**config.mk**
```make
export PLATFORM = sky130hd
export DESIGN_NAME = mdio_master
export DESIGN_NICKNAME = d
export VERILOG_FILES = /design/src/rtl/mdio_pkg.sv /design/src/rtl/mdio_phase_gen.sv /design/src/rtl/mdio_slot_ctr.sv /design/src/rtl/mdio_rx_capture.sv /design/src/rtl/mdio_master.sv
export SDC_FILE = /design/constraint.sdc
export NUM_CORES = 1
export LEC_CHECK = 0
export BUFFER_PORTS_ARGS = -buffer_cell sky130_fd_sc_hd__buf_2
export CAP_MARGIN = 20
export CORE_ASPECT_RATIO = 0.6
export CORE_MARGIN = 2
export CORE_UTILIZATION = 50
export DETAILED_ROUTE_END_ITERATION = 6
export GPL_TIMING_DRIVEN = 1
export HOLD_SLACK_MARGIN = 0.03
export PLACE_DENSITY = 0.75
export SLEW_MARGIN = 10
export SYNTH_ARGS = -nofsm -noshare
export SYNTH_HDL_FRONTEND = slang
export SYNTH_SLANG_ARGS = --single-unit
```
**constraint.sdc**
```tcl
create_clock -name clk_i -period 1.7 [get_ports clk_i]
set_input_delay 0.17 -clock clk_i [delete_from_list [all_inputs] [get_ports clk_i]]
set_output_delay 0.17 -clock clk_i [all_outputs]
set_load 0.01 [all_outputs]
```
**src/rtl/mdio_pkg.sv**
```systemverilog
package mdio_pkg;
  localparam int ADDR_W     = 5;
  localparam int DATA_W     = 16;
  localparam int PRE_SLOTS  = 32;
  localparam int HDR_SLOTS  = 4 + 2 * ADDR_W;
  localparam int TA_SLOTS   = 2;
  localparam int FRAME_W    = HDR_SLOTS + TA_SLOTS + DATA_W;
  localparam int TOTAL_SLOTS = PRE_SLOTS + FRAME_W;
  localparam int SLOT_W     = $clog2(TOTAL_SLOTS);
  localparam int TA_FIRST   = PRE_SLOTS + HDR_SLOTS;
  localparam int ERR_SLOT   = TA_FIRST + 1;
  localparam int DATA_FIRST = TA_FIRST + TA_SLOTS;

  localparam logic [1:0] SOF_BITS = 2'b01;
  localparam logic [1:0] OP_READ  = 2'b10;
  localparam logic [1:0] OP_WRITE = 2'b01;
  localparam logic [1:0] TA_WRITE = 2'b10;

  typedef enum logic {ST_IDLE, ST_RUN} state_e;

  function automatic logic [FRAME_W-1:0] build_frame(
    input logic              rd,
    input logic [ADDR_W-1:0] phy,
    input logic [ADDR_W-1:0] ra,
    input logic [DATA_W-1:0] wd
  );
    return {SOF_BITS, (rd ? OP_READ : OP_WRITE), phy, ra, TA_WRITE, wd};
  endfunction
endpackage

```
**src/rtl/mdio_phase_gen.sv**
```systemverilog
module mdio_phase_gen #(
  parameter int HALF_CLKS = 4
) (
  input  logic clk_i,
  input  logic rst_ni,
  input  logic run_i,
  output logic mdc_o,
  output logic rise_o,
  output logic fall_o
);
  localparam int CNT_W = (HALF_CLKS > 1) ? $clog2(HALF_CLKS) : 1;
  localparam logic [CNT_W-1:0] CNT_LAST = CNT_W'(HALF_CLKS - 1);

  logic [CNT_W-1:0] cnt_q;
  logic             high_q;
  logic             last;

  assign last = (cnt_q == CNT_LAST);

  always_ff @(posedge clk_i or negedge rst_ni) begin
    if (!rst_ni) begin
      cnt_q  <= '0;
      high_q <= 1'b0;
    end else if (!run_i) begin
      cnt_q  <= '0;
      high_q <= 1'b0;
    end else if (last) begin
      cnt_q  <= '0;
      high_q <= ~high_q;
    end else begin
      cnt_q <= cnt_q + 1'b1;
    end
  end

  assign mdc_o  = high_q;
  assign rise_o = run_i && last && !high_q;
  assign fall_o = run_i && last && high_q;

  AST_PHASE_CNT: assert property (@(posedge clk_i) disable iff (!rst_ni)
    cnt_q <= CNT_LAST);
  AST_MDC_IDLE_LOW: assert property (@(posedge clk_i) disable iff (!rst_ni)
    !run_i |=> !mdc_o);
endmodule

```
**src/rtl/mdio_slot_ctr.sv**
```systemverilog
module mdio_slot_ctr import mdio_pkg::*; (
  input  logic              clk_i,
  input  logic              rst_ni,
  input  logic              start_i,
  input  logic              step_i,
  output logic [SLOT_W-1:0] slot_o,
  output logic              last_o
);
  logic [SLOT_W-1:0] slot_q;

  always_ff @(posedge clk_i or negedge rst_ni) begin
    if (!rst_ni)      slot_q <= '0;
    else if (start_i) slot_q <= '0;
    else if (step_i)  slot_q <= slot_q + 1'b1;
  end

  assign slot_o = slot_q;
  assign last_o = step_i && (slot_q == SLOT_W'(TOTAL_SLOTS - 1));

  AST_SLOT_START: assert property (@(posedge clk_i) disable iff (!rst_ni)
    start_i |=> (slot_o == '0));
endmodule

```
**src/rtl/mdio_rx_capture.sv**
```systemverilog
module mdio_rx_capture import mdio_pkg::*; (
  input  logic              clk_i,
  input  logic              rst_ni,
  input  logic              clear_i,
  input  logic              sample_i,
  input  logic [SLOT_W-1:0] slot_i,
  input  logic              mdio_i,
  output logic              err_o,
  output logic [DATA_W-1:0] data_o
);
  logic              err_q;
  logic [DATA_W-1:0] sh_q;

  always_ff @(posedge clk_i or negedge rst_ni) begin
    if (!rst_ni) begin
      err_q <= 1'b0;
      sh_q  <= '0;
    end else if (clear_i) begin
      err_q <= 1'b0;
      sh_q  <= '0;
    end else if (sample_i) begin
      if (slot_i == SLOT_W'(ERR_SLOT)) err_q <= mdio_i;
      if (slot_i >= SLOT_W'(DATA_FIRST)) sh_q <= {sh_q[DATA_W-2:0], mdio_i};
    end
  end

  assign err_o  = err_q;
  assign data_o = sh_q;
endmodule

```
**src/rtl/mdio_master.sv**
```systemverilog
module mdio_master import mdio_pkg::*; #(
  parameter int HALF_CLKS = 4
) (
  input  logic              clk_i,
  input  logic              rst_ni,
  input  logic              req_i,
  input  logic              rd_i,
  input  logic [ADDR_W-1:0] phy_addr_i,
  input  logic [ADDR_W-1:0] reg_addr_i,
  input  logic [DATA_W-1:0] wr_data_i,
  output logic              busy_o,
  output logic              done_o,
  output logic [DATA_W-1:0] rd_data_o,
  output logic              err_o,
  output logic              mdc_o,
  output logic              mdio_o,
  output logic              mdio_oe_o,
  input  logic              mdio_i
);
  localparam int FIDX_W = $clog2(FRAME_W);

  state_e               state_q;
  logic                 rd_q;
  logic [FRAME_W-1:0]   frame_q;
  logic                 done_q;
  logic                 err_q;
  logic [DATA_W-1:0]    rd_data_q;
  logic                 accept, run;
  logic                 rise, fall, last;
  logic [SLOT_W-1:0]    slot;
  logic                 cap_err;
  logic [DATA_W-1:0]    cap_data;
  logic [SLOT_W-1:0]    fidx;
  logic                 host_bit, released;

  assign accept = req_i && (state_q == ST_IDLE);
  assign run    = (state_q == ST_RUN);

  mdio_phase_gen #(.HALF_CLKS(HALF_CLKS)) i_phase (
    .clk_i (clk_i),
    .rst_ni(rst_ni),
    .run_i (run),
    .mdc_o (mdc_o),
    .rise_o(rise),
    .fall_o(fall)
  );

  mdio_slot_ctr i_slot (
    .clk_i  (clk_i),
    .rst_ni (rst_ni),
    .start_i(accept),
    .step_i (fall),
    .slot_o (slot),
    .last_o (last)
  );

  mdio_rx_capture i_rx (
    .clk_i   (clk_i),
    .rst_ni  (rst_ni),
    .clear_i (accept),
    .sample_i(rise && rd_q),
    .slot_i  (slot),
    .mdio_i  (mdio_i),
    .err_o   (cap_err),
    .data_o  (cap_data)
  );

  always_ff @(posedge clk_i or negedge rst_ni) begin
    if (!rst_ni) begin
      state_q   <= ST_IDLE;
      rd_q      <= 1'b0;
      frame_q   <= '0;
      done_q    <= 1'b0;
      err_q     <= 1'b0;
      rd_data_q <= '0;
    end else begin
      done_q <= 1'b0;
      if (accept) begin
        state_q <= ST_RUN;
        rd_q    <= rd_i;
        frame_q <= build_frame(rd_i, phy_addr_i, reg_addr_i, wr_data_i);
      end else if (run && last) begin
        state_q   <= ST_IDLE;
        done_q    <= 1'b1;
        err_q     <= rd_q && cap_err;
        rd_data_q <= (rd_q && !cap_err) ? cap_data : '0;
      end
    end
  end

  // Bus drive decoded from slot; changes only when the slot advances (MDC fall)
  always_comb begin
    fidx     = SLOT_W'(TOTAL_SLOTS - 1) - slot;
    host_bit = (slot < SLOT_W'(PRE_SLOTS)) ? 1'b1 : frame_q[fidx[FIDX_W-1:0]];
    released = run && rd_q && (slot >= SLOT_W'(TA_FIRST));
  end

  assign mdio_oe_o = !released;
  assign mdio_o    = run && !released && host_bit;
  assign busy_o    = run;
  assign done_o    = done_q;
  assign err_o     = err_q;
  assign rd_data_o = rd_data_q;

  AST_SETUP_AT_RISE: assert property (@(posedge clk_i) disable iff (!rst_ni)
    $rose(mdc_o) |-> ($stable(mdio_o) && $stable(mdio_oe_o)));
  AST_HOLD_AFTER_RISE: assert property (@(posedge clk_i) disable iff (!rst_ni)
    $rose(mdc_o) |=> ($stable(mdio_o) && $stable(mdio_oe_o)));
  AST_RELEASED_ON_SAMPLE: assert property (@(posedge clk_i) disable iff (!rst_ni)
    (rise && rd_q && (slot >= SLOT_W'(TA_FIRST))) |-> !mdio_oe_o);
  AST_ERR_ZEROES: assert property (@(posedge clk_i) disable iff (!rst_ni)
    err_o |-> (rd_data_o == '0));
  AST_DONE_ONE_CYCLE: assert property (@(posedge clk_i) disable iff (!rst_ni)
    done_o |=> !done_o);
  AST_DONE_HANDBACK: assert property (@(posedge clk_i) disable iff (!rst_ni)
    done_o |-> (!busy_o && !mdc_o && mdio_oe_o));
  AST_BUSY_IGNORE: assert property (@(posedge clk_i) disable iff (!rst_ni)
    busy_o |=> (!busy_o || $stable(frame_q)));
endmodule

```
## After elaboration in Yosys (flattened, before gate mapping)

Cells that the tools add are included.

- Logic and storage cells: 70
- Register bits after elaboration: 76
- Output and inout port bits: 22
- Input port bits: 31

- Magnitude comparators: 4
- Bitwise gates (word level): 3
- Muxes and demuxes: 21
- Add/subtract/negate cells: 3
- Reductions and logical operators: 24
- Eq/ne operators: 4

Operators by type and width:

| operator | number |
|---|---|
| $mux W16 | 4 |
| $logic_and A1 B1 Y1 | 13 |
| $eq A6 B6 Y1 const B | 2 |
| $ge A6 B6 Y1 const B | 2 |
| $mux W6 | 2 |
| $mux W1 | 11 |
| $reduce_bool A2 Y1 | 5 |
| $add A6 B1 Y6 const B | 1 |
| $lt A5 B6 Y1 const B | 1 |
| $lt A6 B6 Y1 const B | 1 |
| $mux W2 | 3 |
| $reduce_and A2 Y1 | 3 |
| $bmux W1 S5 | 1 |
| $sub A5 B5 Y5 const A | 1 |
| $logic_not A1 Y1 | 3 |
| $not A1 Y1 | 3 |
| $add A2 B1 Y2 const B | 1 |
| $eq A2 B2 Y1 const B | 1 |
| $ne A2 B1 Y1 const B | 1 |

## Longest topological paths before layout

Gate-level depths: netlist of the first run.

- Depth after elaboration: 7
- Mapped depth: 7
- Mapped depth without buffers: 5

## Cells and area by module

Synthesis of the first run repeated with hierarchy kept, for this count alone.

- Cell total of the unflattened synthesis: 319
- Area, all modules: 3258.1 um^2

By module, submodules not included:

| module | cells an instance | instances | area an instance (um^2) |
|---|---|---|---|
| mdio_master | 202 | 1 | 2075.7 |
| mdio_rx_capture | 78 | 1 | 760.7 |
| mdio_slot_ctr | 28 | 1 | 290.3 |
| mdio_phase_gen | 11 | 1 | 131.4 |

## Worst setup path after synthesis of the first run

OpenSTA, ideal clock, no wires.

- Kind: register -> output
- Start point: register i_slot.slot_q[1] (netlist: i_slot.slot_o[1])
- End point: output mdio_o
- Arrival time: 1714 ps
- Slack: -184 ps
- Buffers on the path: 1
- Stages on the path, launching flop included: 6
- Path through: dfrtp_1 -> buf_6 -> mux2i_1 -> mux4_2 -> a211o_1 -> a311oi_1

- Longest elaborated chain between the ends: 5
- Elaborated cells on any way between the ends: 10

RTL lines:

| element | line | text |
|---|---|---|
| start: declaration | mdio_slot_ctr.sv:9 | `logic [SLOT_W-1:0] slot_q;` |
| start signal: assignment | mdio_slot_ctr.sv:14 | `else if (step_i) slot_q <= slot_q + 1'b1;` |
| $sub A5 B5 Y5 / $ge A6 B6 Y1 (equally long branches) | mdio_master.sv:93, mdio_master.sv:95 |  |
| $bmux W1 S5 / $logic_and A1 B1 Y1 (equally long branches) | mdio_master.sv:94, mdio_master.sv:95 |  |
| $mux W1 (not written as such) / $logic_not A1 Y1 (equally long branches) | mdio_master.sv:94, mdio_master.sv:99 |  |
| $mux W1 / $logic_and A1 B1 Y1 (equally long branches) | mdio_master.sv:94, mdio_master.sv:99 |  |
| $logic_and A1 B1 Y1 * | mdio_master.sv:99 | `assign mdio_o = run && !released && host_bit;` |
| end: declaration | mdio_master.sv:16 | `output logic mdio_o,` |

Mark *: on every way between the ends. The rest lies on a longest branch, timed or not. The select of a mux whose other input is x is not followed.

## Final worst setup path of the first run

Same ends and word-level chain as after synthesis.

==> impl_metrics.yaml, run 1 <==
worst_setup_path:
  critPathCapture: "mdio_o"
  cp_max_fo: 10
  rrSetupSlack_ns: -0.16
  reg2reg_from: "i_slot.slot_o[1]$_DFFE_PN0P_"
  cp-end-kind: "output port"
  r2r-end: "rd_data_o[6]$_DFFE_PN0P_"
  startpoint: "i_slot.slot_o[1]$_DFFE_PN0P_"
  worstSetupStartpointType: "register"
  required_ns: 1.53
  r2r_cells: 8
  crit_chain: "buf_12 -> mux2i_1 -> mux4_2 -> and4_1 -> a311oi_2 -> buf_2"
  crit_type: "register to output port"
  critical_path_arrival_ns: 2.15
  cp_slowest_stage_delay_ns: 0.48
  crit_slowest_cell: "mux4_2"
routing:
  num_vias: 2505
  drtIter0Drc: 143
  drc_errors: 0
  drtAntennaViolNets: 0
  routed_via_density: 4.96
  routed_wl_um: 7130
  drtPass1Iterations: 4
  avgRoutedWirePerCell_um: 14.1
sta:
  setup_slack_ns: -0.616
  setup-violations-final: 18
  slew_headroom_pct: 74.6
  finalCritPeriodShare_pct: 136
  period_needed_ns: 2.32
  tns_ns: -3.11
  grt_setup_unrepaired: "yes"
  final_max_slew_viol_count: 0
  skew_ns: 0.00951
  hold_viol_final: 0
  fmax_mhz: 432
  worstMarginPinSlew_ns: 0.381
placement:
  place_congestion: 0.817
  place_ws_ns: -0.228
  place_area_um2: 3660
  hpwl_um: 4390
  portBuffers: 52
  dpl.cell_count: 456
floorplan:
  die-height_um: 65.9
  start_util_pct: 52.0
  rows: 22
  die_w_um: 107
  io_pins: 53
  die_area_um2: 7050
  coreArea_um2: 6140
cts:
  cts.path.max_buffers: 2
  cts_tree: "done"
  clock_latency_ns: 0.36
  cts_root_buf: "clkbuf_8"
  cts_buffers: 9
  path_clk_slew_ns: 0.08
  ctsHtreeMaxLevel: 3
  cts.sinks: 74
yosys:
  synth_top_area_share_pct: 58.1
  synthCells: 323
  synth_edf_count: 0
  synth_area_um2: 3190
  synth.most_common_cell: "nand2_1"
  yosysTopAreaCell: "dfrtp_1"
  synthDistinctLibCells: 37
  ys_top_cells_by_count: "nand2_1 (122), dfrtp_1 (74), a21oi_1 (20)"
  yosysWarningCount: 0
  syn_nets: 356
  async_reset_ff_share_pct: 100
  synth_ff_type: "dfrtp_1"
  ys_ff_latch: 74
  yosysSeqAreaShare_pct: 58.1
  synth.avg_cell_area_um2: 9.87
  synth_area_leaders: "dfrtp_1 (58%), nand2_1 (14%), a22o_1 (4.4%)"
grt:
  grt_pass1_wl_um: 11900
  grt_pass1_vias: 2400
  grtUsageTotal_pct: 22.4
  grt_max_degree: 75
  grt_remaining_overflow: 0
  grt_antenna_before_repair: 0
finish:
  fin_area_um2: 4260
  multiInputGateArea_um2: 1260
  syn_to_final_growth_pct: 33.7
  register_area_um2: 1850
  nets: 449
  final_core_util_pct: 69.4
  final_cell_count_no_fill: 505
  drive_gt1_share_pct: 24.7
  num_antenna_cells: 0
  fill_cells: 439
power:
  p_leak_nw: 2.13
  power_density_nw_per_um2: 1280
  vdd.ir_drop.worst_v: 0.000514
outcome:
  violations: "setup timing"
  status: "finished, violations left"
worst_hold_path:
  hold_class: "primary input to register"
job:
  max_cap_viol_count: 0
-- critical path, delay by kind of cell, from the launching register on --
kind                   cells  cell delay (ns)
and+or+nand+nor            1             0.22
AOI/OAI and AO/OA          1             0.25
muxes                      2             0.59
buffers and inverters      2             0.33
DFF                        1             0.40
-- layout by cell type, fill, tap and decap left out, types with 3 or more instances in the layout --
| cell type | instances |
|---|---|
| a21oi_1 | 20 |
| a22o_1 | 16 |
| buf_12 | 4 |
| buf_2 | 51 |
| buf_4 | 18 |
| clkbuf_8 | 10 |
| dfrtp_1 | 74 |
| dlygate4sd3_1 | 28 |
| inv_1 | 3 |
| mux2i_1 | 13 |
| mux4_2 | 3 |
| nand2_1 | 121 |
| nand3_1 | 4 |
| nor2_1 | 11 |
| o211ai_1 | 3 |
| xnor2_1 | 3 |
-- cells by family after synthesis --
logic type | after synthesis | synth area share (%)
and+or+nand+nor | 154 | 20.2
DFF | 74 | 58.1
AOI/OAI and AO/OA | 46 | 9.65
buffers and inverters | 26 | 3.77
muxes | 16 | 6.20
xor gates and xnor gates | 5 | 1.37
adders and majority gates | 2 | 0.784
-- metal layers --
metal,track usage [%],up-vias,share of wire (%),routed length (um)
met3,7.68,9,7.3,524
met1,32.8,1147,50,3560
met4,6.49,0,1.3,95
met2,31.6,88,41,2950
met5,0,-,0,0
li1,-,1261,-,-
-- what timing repair did --
action                                  CTS  global route
endpoints found under the setup margin   18            28
hold endpoints to repair                101             0
pin swaps                                 2             3
cloned                                    1             0
setup buffers                             0             4
resized for setup                         1             8
hold buffers                             28             0
-- how the worst min path moves through the flow --
stage               cells past startpoint                    endpoint  startpoint  slack [ns]
floorplan                               0          busy_o$_DFFE_PN0P_      rst_ni       -0.13
global placement                        2     frame_q[20]$_DFFE_PN0P_      rst_ni        0.23
detailed placement                      2     frame_q[20]$_DFFE_PN0P_      rst_ni        0.22
CTS                                     3  i_rx.data_o[0]$_DFFE_PN0P_      mdio_i        0.06
global route                            3  i_rx.data_o[0]$_DFFE_PN0P_      mdio_i        0.06
finish                                  3  i_rx.data_o[0]$_DFFE_PN0P_      mdio_i        0.07
-- layout make-up --
| type | count | area share [%] |
|---|---|---|
| Clock buffer | 10 | 3.23 |
| Multi-Input combinational cell | 223 | 29.5 |
| Tap cell | 84 | 2.47 |
| Sequential cell | 74 | 43.4 |
| Clock inverter | 6 | 2.11 |
| Timing Repair Buffer | 104 | 18.9 |
| Inverter | 4 | 0.352 |
-- report_power, final --
group	switching (mW)	internal, mW
Combinational	0.672	0.790
Sequential	0.335	2.11
Clock	0.670	0.868
-- through the flow --
stage               hold slack [ns]  total power, mW
finish                       0.0713             5.44
global route                 0.0645             5.78
CTS                          0.0603             5.37
detailed placement            0.225             3.79
global placement              0.229             3.72
floorplan                    -0.126             3.30
-- sequential cells by signal, indices dropped and copies added (netlist names) --
signal and flops:
busy_o 1, done_o 1, err_o 1, frame_q 29
i_phase.cnt_q 2, i_phase.mdc_o 1, i_rx.data_o 16, i_rx.err_o 1
i_slot.slot_o 6, rd_data_o 16
No activity file was read; power rests on OpenSTA's default activity.
==> run 2, diff against run 1 <==
--- a/config.mk
+++ b/config.mk
@@ -10,10 +10,11 @@
 export CORE_ASPECT_RATIO = 0.6
 export CORE_MARGIN = 2
 export CORE_UTILIZATION = 50
+export CTS_CLUSTER_SIZE = 8
 export DETAILED_ROUTE_END_ITERATION = 6
 export GPL_TIMING_DRIVEN = 1
 export HOLD_SLACK_MARGIN = 0.03
-export PLACE_DENSITY = 0.75
+export PLACE_DENSITY_LB_ADDON = 0.25
 export SLEW_MARGIN = 10
 export SYNTH_ARGS = -nofsm -noshare
 export SYNTH_HDL_FRONTEND = slang
==> run 2 against run 1 <==
Final cell count down 0.20%. Largest power group unchanged. Fmax fell by 1.3%. Combinational power up 6%. Via count rose by 0.32%. Critical path depth unchanged. Worst setup slack got worse by 0.030 ns. Highest routed layer unchanged. Critical endpoint unchanged. Clock power up 6%. Count of clock-buffer cells in the layout fell by 1. Largest cell class unchanged. The flow still finishes with violations (setup timing). Flip-flop and latch count unchanged. Non-clock buffer count decreased by 1.
==> impl_metrics.yaml, run 2 (synthesis gave the netlist of run 1 again) <==
outcome:
  status: "finished, violations left"
  violations: "setup timing"
routing:
  avgRoutedWirePerCell_um: 14.2
  drc_errors: 0
  drtAntennaViolNets: 0
  drtIter0Drc: 133
  drtPass1Iterations: 4
  routed_wl_um: 7180
  num_vias: 2513
  routed_via_density: 4.99
sta:
  grt_setup_unrepaired: "yes"
  fmax_mhz: 426
  finalCritPeriodShare_pct: 138
  final_max_slew_viol_count: 0
  period_needed_ns: 2.35
  worstMarginPinSlew_ns: 0.393
  skew_ns: 0.00870
  setup-violations-final: 18
  hold_viol_final: 0
  setup_slack_ns: -0.646
  slew_headroom_pct: 73.8
cts:
  cts_buffers: 9
  cts.sinks: 74
  cts_tree: "done"
  cts_root_buf: "clkbuf_8"
  clock_latency_ns: 0.35
  cts.path.max_buffers: 2
  path_clk_slew_ns: 0.08
  ctsHtreeMaxLevel: 3
floorplan:
  coreArea_um2: 6140
  start_util_pct: 52.0
  die_w_um: 107
  die-height_um: 65.9
  rows: 22
  io_pins: 53
  die_area_um2: 7050
worst_setup_path:
  cp-end-kind: "output port"
  required_ns: 1.53
  worstSetupStartpointType: "register"
  critical_path_arrival_ns: 2.18
  r2r_cells: 9
  r2r-end: "rd_data_o[3]$_DFFE_PN0P_"
  reg2reg_from: "i_slot.slot_o[1]$_DFFE_PN0P_"
  crit_type: "register to output port"
  cp_max_fo: 10
  rrSetupSlack_ns: -0.17
finish:
  fin_area_um2: 4290
  drive_gt1_share_pct: 25.2
  most-common-layout-cells: "nand2_1 (121), dfrtp_1 (73), buf_2 (51)"
  register_area_um2: 1850
  num_antenna_cells: 0
  final_core_util_pct: 69.9
  multiInputGateArea_um2: 1270
  syn_to_final_growth_pct: 34.6
  largest_reg_flops: 29
  nets: 448
  max_flop_register: "frame_q"
  fill_cells: 484
  final_common_cell: "nand2_1"
job:
  max_cap_viol_count: 0
worst_hold_path:
  hold_start: "rd_i"
  holdPathStages: 2
  hold_class: "primary input to register"
  hold_end: "frame_q[28]$_DFFE_PN0P_"
placement:
  portBuffers: 52
  place_area_um2: 3650
  place_congestion: 0.852
  hpwl_um: 4400
grt:
  grt_pass1_wl_um: 12400
  grt_max_degree: 75
  grt_pass1_vias: 2521
  grt_remaining_overflow: 0
  grt_antenna_before_repair: 0
  grtUsageTotal_pct: 23.1
power:
  vdd.ir_drop.worst_v: 0.000617
  power_density_nw_per_um2: 1310
  p_leak_nw: 2.14
run 2: cell types whose count changed in the layout (fill, tap and decap cells not counted), sizes merged:
cell | before | now
bufinv | 2 | 3
clkbuf | 10 | 9
clkinv | 3 | 4
clkinvlp | 1 | 0
dlygate4sd3 | 28 | 27
run 2: area by class of cell:
| type | count | share of cell area (%) |
|---|---|---|
| Sequential cell | 74 | 43.2 |
| Clock buffer | 9 | 2.89 |
| Timing Repair Buffer | 103 | 18.9 |
| Clock inverter | 7 | 2.74 |
| Inverter | 4 | 0.350 |
| Tap cell | 84 | 2.45 |
| Multi-Input combinational cell | 223 | 29.5 |
run 2: per-stage QoR:
step / std cells / hold WS (ns) / power [mW] / setup WS, ns / TNS [ns]
floorplan: 323 / -0.126 / 3.30 / -0.0678 / -0.0773
CTS: 504 / 0.0568 / 5.61 / -0.640 / -2.42
global placement: 455 / 0.226 / 3.74 / -0.225 / -1.83
detailed placement: 455 / 0.226 / 3.81 / -0.262 / -2.13
global route: 504 / 0.0506 / 5.95 / -0.686 / -4.98
finish: 504 / 0.0679 / 5.61 / -0.646 / -3.30
run 2: worst max path at each step:
stage / depth (start not counted) / endpoint / slack, ns / start
floorplan: 5 / mdio_o / -0.07 / i_slot.slot_o[1]$_DFFE_PN0P_
global placement: 6 / mdio_o / -0.23 / i_slot.slot_o[1]$_DFFE_PN0P_
detailed placement: 6 / mdio_o / -0.26 / i_slot.slot_o[1]$_DFFE_PN0P_
CTS: 6 / mdio_o / -0.64 / i_slot.slot_o[1]$_DFFE_PN0P_
global route: 6 / mdio_o / -0.69 / i_slot.slot_o[1]$_DFFE_PN0P_
finish: 6 / mdio_o / -0.65 / i_slot.slot_o[1]$_DFFE_PN0P_
run 2: power breakdown:
| part | total (mW) | leakage, nW | internal [mW] | switching, mW |
|---|---|---|---|---|
| Sequential | 2.43 | 0.944 | 2.11 | 0.321 |
| Combinational | 1.55 | 1.08 | 0.824 | 0.729 |
| Clock | 1.63 | 0.123 | 0.974 | 0.654 |
run 2: worst max-delay path, cell delays in order (launching register included):
cell and delay [ns]:
dfrtp_1 0.40, buf_12 0.15, mux2i_1 0.13, mux4_2 0.49
a211o_1 0.28, a311oi_2 0.20, buf_2 0.17
run 2: repair_timing:
action | CTS | global route
buffers inserted | 5 | 0
pin swaps | 5 | 1
gates resized for setup | 11 | 5
hold buffers | 27 | 0
endpoints found under the setup margin | 18 | 28
gates cloned | 1 | 0
hold endpoints to repair | 100 | 0
run 2: metal layers:
layer	up-vias	GRT usage, %	wire, um
met5	-	0	0
met4	0	6.49	82
li1	1256	-	-
met1	1188	32.3	3600
met3	9	6.21	312
met2	60	35.9	3180
